--- config.mk ---
export PLATFORM = sky130hd
export DESIGN_NAME = ovf_interval_timer
export DESIGN_NICKNAME = d
export VERILOG_FILES = /design/src/rtl/ovt_pkg.sv /design/src/rtl/ovt_prescaler.sv /design/src/rtl/ovt_counter.sv /design/src/rtl/ovf_interval_timer.sv
export SDC_FILE = /design/constraint.sdc
export NUM_CORES = 1
export LEC_CHECK = 0
export BUFFER_PORTS_ARGS = -buffer_cell sky130_fd_sc_hd__buf_2
export CORE_MARGIN = 5
export CORE_UTILIZATION = 30
export CTS_BUF_LIST = sky130_fd_sc_hd__clkbuf_2
export DETAILED_ROUTE_END_ITERATION = 8
export PLACE_DENSITY = 0.52
export SETUP_SLACK_MARGIN = 0.3
export SLEW_MARGIN = 20
export SYNTH_ARGS = -nofsm -noshare
export SYNTH_HDL_FRONTEND = slang
export SYNTH_SLANG_ARGS = --single-unit
--- constraint.sdc ---
create_clock -name clk -period 9 [get_ports clk]
set_input_delay 0.45 -clock clk [delete_from_list [all_inputs] [get_ports clk]]
set_output_delay 0.45 -clock clk [all_outputs]
set_load 0.05 [all_outputs]
--- src/rtl/ovt_pkg.sv ---
package ovt_pkg;

    localparam int BUS_W   = 32;
    localparam int OFS_W   = 5;
    localparam int RATIO_W = 3;
    localparam int CTRL_W  = 6;
    localparam int OVF_BIT = 1;

    // Word offsets seen by software
    localparam logic [OFS_W-1:0] OFS_IDENT  = 5'h00;
    localparam logic [OFS_W-1:0] OFS_STATUS = 5'h06;
    localparam logic [OFS_W-1:0] OFS_INTEN  = 5'h07;
    localparam logic [OFS_W-1:0] OFS_CTRL   = 5'h09;
    localparam logic [OFS_W-1:0] OFS_COUNT  = 5'h0A;
    localparam logic [OFS_W-1:0] OFS_RELOAD = 5'h0B;
    localparam logic [OFS_W-1:0] OFS_IFCFG  = 5'h10;

    // Control word, MSB first: bit5 prescale enable, bits4:2 ratio, bit1 auto-reload, bit0 run
    typedef struct packed {
        logic               pre_en;
        logic [RATIO_W-1:0] ratio;
        logic               autoreload;
        logic               run;
    } ctrl_t;

endpackage

--- src/rtl/ovt_prescaler.sv ---
module ovt_prescaler #(
    parameter int RATIO_W = 3,
    parameter int PS_W    = 8
) (
    input  logic               clk,
    input  logic               rst_n,
    input  logic               run_i,
    input  logic               pre_en_i,
    input  logic [RATIO_W-1:0] ratio_i,
    output logic               tick_o
);

    localparam int MAX_SHIFT = 1 << RATIO_W;

    typedef struct packed {
        logic [PS_W-1:0] pc;
    } ps_state_t;

    ps_state_t st_d, st_q;
    logic [PS_W:0]   full_span;
    logic [PS_W-1:0] limit;
    logic            at_limit;

    initial begin
        if (PS_W < MAX_SHIFT) $error("prescaler counter too narrow for the ratio field");
    end

    always_comb begin
        full_span = (PS_W + 1)'(1) << (int'(ratio_i) + 1);
        limit     = full_span[PS_W-1:0] - PS_W'(1);
        at_limit  = (st_q.pc == limit);
        tick_o    = run_i && (!pre_en_i || at_limit);

        st_d = st_q;
        if (!run_i || !pre_en_i) begin
            st_d.pc = '0;
        end else if (at_limit) begin
            st_d.pc = '0;
        end else begin
            st_d.pc = st_q.pc + PS_W'(1);
        end
    end

    always_ff @(posedge clk or negedge rst_n) begin
        if (!rst_n) st_q <= '0;
        else        st_q <= st_d;
    end

    // a prescaled count never lands on two adjacent clocks
    p_tick_gap_r5: assert property (@(posedge clk) disable iff (!rst_n)
        (tick_o && pre_en_i) |=> (!tick_o || !pre_en_i));

    // a stopped timer leaves the divider at its start
    p_restart_r12: assert property (@(posedge clk) disable iff (!rst_n)
        !run_i |=> (st_q.pc == '0));

endmodule

--- src/rtl/ovt_counter.sv ---
module ovt_counter #(
    parameter int CNT_W = 32
) (
    input  logic             clk,
    input  logic             rst_n,
    input  logic             tick_i,
    input  logic             autoreload_i,
    input  logic             cnt_wr_i,
    input  logic [CNT_W-1:0] wdata_i,
    input  logic [CNT_W-1:0] load_i,
    input  logic             flag_clr_i,
    output logic [CNT_W-1:0] cnt_o,
    output logic             flag_o,
    output logic             stop_req_o
);

    typedef struct packed {
        logic [CNT_W-1:0] cnt;
        logic             flag;
    } cnt_state_t;

    cnt_state_t st_d, st_q;
    logic       ovf;

    always_comb begin
        ovf        = tick_i && !cnt_wr_i && (st_q.cnt == {CNT_W{1'b1}});
        stop_req_o = ovf && !autoreload_i;

        st_d = st_q;
        if (cnt_wr_i) begin
            st_d.cnt = wdata_i;
        end else if (ovf) begin
            st_d.cnt = autoreload_i ? load_i : '0;
        end else if (tick_i) begin
            st_d.cnt = st_q.cnt + CNT_W'(1);
        end

        if (ovf) begin
            st_d.flag = 1'b1;
        end else if (flag_clr_i) begin
            st_d.flag = 1'b0;
        end
    end

    always_ff @(posedge clk or negedge rst_n) begin
        if (!rst_n) st_q <= '0;
        else        st_q <= st_d;
    end

    assign cnt_o  = st_q.cnt;
    assign flag_o = st_q.flag;

    // wrap in repeat mode refills from the load value and raises the flag
    p_wrap_reload_r6: assert property (@(posedge clk) disable iff (!rst_n)
        (ovf && autoreload_i) |=> (cnt_o == $past(load_i)) && flag_o);

    // wrap in one-shot mode parks the counter at zero
    p_oneshot_zero_r7: assert property (@(posedge clk) disable iff (!rst_n)
        (ovf && !autoreload_i) |=> (cnt_o == '0) && flag_o);

    // software value is taken over the increment
    p_write_wins_r10: assert property (@(posedge clk) disable iff (!rst_n)
        cnt_wr_i |=> (cnt_o == $past(wdata_i)));

    // a clearing write with no overflow drops the flag
    p_w1c_r8: assert property (@(posedge clk) disable iff (!rst_n)
        (flag_clr_i && !ovf) |=> !flag_o);

    // overflow beats a simultaneous clear
    p_set_wins_r13: assert property (@(posedge clk) disable iff (!rst_n)
        ovf |=> flag_o);

    // with no tick and no write, the count holds
    p_hold_r3: assert property (@(posedge clk) disable iff (!rst_n)
        (!tick_i && !cnt_wr_i) |=> $stable(cnt_o));

endmodule

--- src/rtl/ovf_interval_timer.sv ---
module ovf_interval_timer
    import ovt_pkg::*;
#(
    parameter int         DATA_W    = 32,
    parameter int         PS_W      = 8,
    parameter logic [3:0] REV_MAJOR = 4'd2,
    parameter logic [3:0] REV_MINOR = 4'd1
) (
    input  logic              clk,
    input  logic              rst_n,
    input  logic              bus_wr,
    input  logic              bus_rd,
    input  logic [OFS_W-1:0]  bus_ofs,
    input  logic [DATA_W-1:0] bus_wdata,
    output logic [DATA_W-1:0] bus_rdata,
    output logic              irq
);

    localparam int ID_PAD = DATA_W - 8;
    localparam int BIT_PAD = DATA_W - 2;

    typedef struct packed {
        ctrl_t             ctrl;
        logic              ie;
        logic [DATA_W-1:0] load;
    } top_state_t;

    top_state_t        st_d, st_q;
    logic              wr_ctrl, wr_ie, wr_load, wr_cnt, flag_clr;
    logic              tick, flag, stop_req;
    logic [DATA_W-1:0] cnt;
    logic [DATA_W-1:0] rd_mux;

    initial begin
        if (DATA_W < 8) $error("data width must hold the revision word");
    end

    ovt_prescaler #(
        .RATIO_W (RATIO_W),
        .PS_W    (PS_W)
    ) u_presc (
        .clk      (clk),
        .rst_n    (rst_n),
        .run_i    (st_q.ctrl.run),
        .pre_en_i (st_q.ctrl.pre_en),
        .ratio_i  (st_q.ctrl.ratio),
        .tick_o   (tick)
    );

    ovt_counter #(
        .CNT_W (DATA_W)
    ) u_count (
        .clk          (clk),
        .rst_n        (rst_n),
        .tick_i       (tick),
        .autoreload_i (st_q.ctrl.autoreload),
        .cnt_wr_i     (wr_cnt),
        .wdata_i      (bus_wdata),
        .load_i       (st_q.load),
        .flag_clr_i   (flag_clr),
        .cnt_o        (cnt),
        .flag_o       (flag),
        .stop_req_o   (stop_req)
    );

    always_comb begin
        wr_ctrl  = bus_wr && (bus_ofs == OFS_CTRL);
        wr_ie    = bus_wr && (bus_ofs == OFS_INTEN);
        wr_load  = bus_wr && (bus_ofs == OFS_RELOAD);
        wr_cnt   = bus_wr && (bus_ofs == OFS_COUNT);
        flag_clr = bus_wr && (bus_ofs == OFS_STATUS) && bus_wdata[OVF_BIT];

        st_d = st_q;
        if (stop_req) begin
            st_d.ctrl.run = 1'b0;
        end
        if (wr_ctrl) begin
            st_d.ctrl = ctrl_t'(bus_wdata[CTRL_W-1:0]);
        end
        if (wr_ie) begin
            st_d.ie = bus_wdata[OVF_BIT];
        end
        if (wr_load) begin
            st_d.load = bus_wdata;
        end

        case (bus_ofs)
            OFS_IDENT:  rd_mux = {{ID_PAD{1'b0}}, REV_MAJOR, REV_MINOR};
            OFS_STATUS: rd_mux = {{BIT_PAD{1'b0}}, flag, 1'b0};
            OFS_INTEN:  rd_mux = {{BIT_PAD{1'b0}}, st_q.ie, 1'b0};
            OFS_CTRL:   rd_mux = {{(DATA_W-CTRL_W){1'b0}}, st_q.ctrl};
            OFS_COUNT:  rd_mux = cnt;
            OFS_RELOAD: rd_mux = st_q.load;
            OFS_IFCFG:  rd_mux = '0;
            default:    rd_mux = '0;
        endcase
        bus_rdata = bus_rd ? rd_mux : '0;
    end

    always_ff @(posedge clk or negedge rst_n) begin
        if (!rst_n) st_q <= '0;
        else        st_q <= st_d;
    end

    assign irq = flag && st_q.ie;

    // a one-shot wrap drops run unless software rewrites control in that cycle
    p_oneshot_stop_r7: assert property (@(posedge clk) disable iff (!rst_n)
        (stop_req && !wr_ctrl) |=> !st_q.ctrl.run);

    // the interrupt stays up while no bus write touches the block
    p_irq_hold_r9: assert property (@(posedge clk) disable iff (!rst_n)
        (irq && !bus_wr) |=> irq);

    // writing the load register leaves the counter alone
    p_load_indep_r11: assert property (@(posedge clk) disable iff (!rst_n)
        (wr_load && !tick) |=> $stable(cnt));

endmodule

==> metrics.md <==
| Metric | Value |
|---|---|
| Row Count | `47` |
| Mean Syn Cell Area | `around 9.0 um2` |
| Crit path kind | `register to register` |
| Leak | `2.541 nW` |
| Reg power frac | `50.5%` |
| Hold Buf Count CTS | `0` |
| Die W | `between 100 and 150 um` |
| DR WL/cell | `between 15 and 20 um` |
| WP data required | `roughly 9.5 ns` |
| Ys flop type | `dfrtp_1` |
| GRT Total Usage | `15.12%` |
| Drt pass-1 iters | `4` |
| Largest net degree at the start of global routing | `just over 80` |
| CP Capture Type | `register` |
| Setup TNS | `0 ns` |
| Fin. Hold Viols | `0` |
| IO Pins | `74` |
| Max transition margin | `between 20% and 30%` |
| CTS buffer count | `9` |
| CP Launch Type | `register` |
| VDD IR-drop max | `approximately 0.000072 V` |
| Synth cell types | `48` |
| Async SR Flop Fraction | `100.0%` |
| Worst Skew | `roughly 0.035 ns` |
| Number of remaining DRC errors | `0` |
| H-Tree Level Count | `3` |
| # diodes | `0` |
| Fin cells | `842` |
| Design Area, Final | `approximately 0.0057 mm2` |
| Ys Warns | `0` |
| Final Cycle Share | `about two fifths` |
| Worst Path Max Fanout | `59` |
| Hold path startpoint | `bus_wdata[18]` |
| Hold_ws | `roughly 0.11 ns` |
| Seq/Total Area, Yosys | `around two fifths` |
| Worst path arrival time | `approximately 4.3 ns` |
| Post-CTS Setup Repair Bufs | `0` |
| Resized cells post-CTS | `0` |
| Cell Chain, Critical Path | `or3_1 > ha_1 > and3b_1 > a21oi_1 > a2111oi_0 > o311ai_1 > a211o_2 > o32a_1 > o21a_1` |
| Number of max-cap violations | `0` |
| P_sw | `0.4529 mW` |
| Share of cells above drive strength 1 | `22.67%` |
| Reg2reg start | `st_q[36]$_DFFE_PN0P_` |
| Slew @ Worst Pin | `~1.1 ns` |
| Clk pin slew, worst setup/hold paths | `0.22 ns` |
| Number of synthesized flops with an enable pin | `0` |
| RSZ-0062 raised after global routing | `false` |
| Syn Inst Count | `about 560` |
| Power consumption | `1.150 mW` |
| Comb pwr share | `32.6%` |
| Global-route wire length before repair | `24.23 mm` |
| Crit path time final | `roughly 3.8 ns` |
| Die area | `between 0.015 and 0.02 mm2` |
| Die height | `roughly 140 um` |
| Slew Viols, Final | `0` |
| Finish-stage setup viols | `0` |
| Flops & latches, synth | `80` |
| HP Class | `input port to register` |
| Root buffer cell | `clkbuf_2` |
| Post-Syn Nets | `~610` |
| Via density | `approximately 5.2` |
| Commonest non-fill, non-tap cell in the layout | `dfrtp_1` |
| Initial antenna violation count | `0` |
| Longest Clk Path Bufs | `2` |
| Cell total after placement | `about 830` |
| CP max stage cell | `a211o_2` |
| Layout area overhead | `12.77%` |
| Critical path startpoint | `st_q[36]$_DFFE_PN0P_` |
| Clk sinks | `80` |
| Pint | `between 0.6 and 0.7 mW` |
| CP max stage delay | `roughly 0.76 ns` |
| Outcome | `completed` |
| Clk_lat worst skew | `between 0.5 and 0.6 ns` |
| Achievable frequency | `around 0.26 GHz` |
| Initial DRC Count | `roughly 280` |
| TritonCTS clock tree | `done` |
| PD cells | `200.6 mW/mm2` |
| Final HPWL DP | `between 9 and 10 mm` |
| Antenna-violating nets left | `0` |
| Commonest cells after routing, fill and taps aside | `dfrtp_1 (80), nand2_1 (74), buf_2 (72)` |
| Initial Util | `a little under a third` |
| Mapped Area | `~0.005 mm2` |
| Number of global-route vias before repair | `roughly 4.6k` |
| Clock power frac | `around 17%` |
| Global route overflow | `0` |
| Switching Fraction | `between 30% and 40%` |
| Core area | `0.01658 mm2` |
| Final Wtd Congestion | `roughly 0.83` |
| Drt total wl | `around 15 mm` |
| Vias | `4392` |
| Area after DPL | `0.005610 mm2` |
| Layout net count | `around 660` |
| IO Port Bufs | `between 70 and 80` |
flip-flops by register name, summed over array words and instances, names as in the netlist:
signal,cells
u_count.flag_o,1
u_count.cnt_o,32
st_q,39
u_presc.st_q,8
metrics by stage:
stage | setup slack (ns) | utilization (%)
2_1_floorplan | 6.124 | -
5_1_grt | 4.928 | 34.58
3_5_place_dp | 5.261 | 33.83
4_1_cts | 5.233 | 34.47
3_3_place_gp | 5.337 | 33.82
6_report | 5.224 | 34.58
routing by layer:
metal	share of wire (%)	track usage, %	vias to the layer above
li1	-	-	2137
met1	47	19.90	2137
met2	48	24.87	94
met3	3.6	2.624	24
met4	2.2	5.660	0
met5	0	0	-
path summary, 6_finish.rpt:
path | to | slack (ns) | cells after the start
setup / recovery | u_count.cnt_o[30]$_DFFE_PN0P_ | 5.22 | 9
hold / removal | st_q[18]$_DFFE_PN0P_ | 0.11 | 2
setup reg to reg | u_count.cnt_o[30]$_DFFE_PN0P_ | 5.22 | 9
hold reg to reg | st_q[9]$_DFFE_PN0P_ | 0.56 | 1
max in group asynchronous | st_q[25]$_DFFE_PN0P_ | 7.98 | 2
min in group asynchronous | u_presc.st_q[2]$_DFF_PN0_ | 0.44 | 2
kinds of logic (layout without fill, tap and decap cells):
kind of cell	Yosys count	in the layout	share of synthesized area, %
xor+xnor	33	33	5.684
flops	80	80	39.37
compound gates	99	99	13.66
buf+inv	47	105	3.986
simple gates	224	224	20.37
other cells	1	1	0.07375
mux	77	77	16.12
fa+ha+maj	3	3	0.7383
power by group through the flow:
stage | Sequential [mW] | Clock (mW) | Combinational (mW)
after floorplan | 0.536 | 0 | 0.319
after global placement | 0.581 | 0 | 0.364
after detailed placement | 0.586 | 0 | 0.374
after CTS | 0.578 | 0.204 | 0.376
after global routing | 0.602 | 0.217 | 0.422
final | 0.581 | 0.194 | 0.375
Yosys cell counts (7+ instances only):
cell type	n	area, um2
a311oi_1	16	140.1
xnor2_1	20	175.2
a31oi_1	26	162.7
nand2_1	74	277.8
o21ai_0	10	50.05
dfrtp_1	80	2002
nand3_1	26	130.1
mux2i_1	38	380.4
a211oi_1	10	75.07
clkbuf_1	26	97.59
xor2_1	13	113.9
mux2_2	39	439.2
a21oi_1	16	80.08
nand4_1	8	50.05
nor3_1	7	35.03
nor2_1	68	255.2
and3_1	19	118.9
inv_1	9	33.78
critical path: cells and delay by family, from the launching register on:
| kind | cells | cell delay, ns |
|---|---|---|
| AO/OA/AOI/OAI | 6 | 2.17 |
| adder cells (fa/ha/maj) | 1 | 0.29 |
| flip-flops | 1 | 0.55 |
| AND/OR/NAND/NOR | 2 | 0.68 |
cell type report:
class | instances | area [um2]
clock inverters | 4 | 45.04
clock buffers | 12 | 60.06
inverters | 9 | 33.78
well taps | 220 | 275.3
fillers | 1750 | 10850
repair buffers | 80 | 426.7
flip-flops and latches | 80 | 2002
multi-input cells | 437 | 2892
Note: power is estimated with default switching activity, not from simulation.
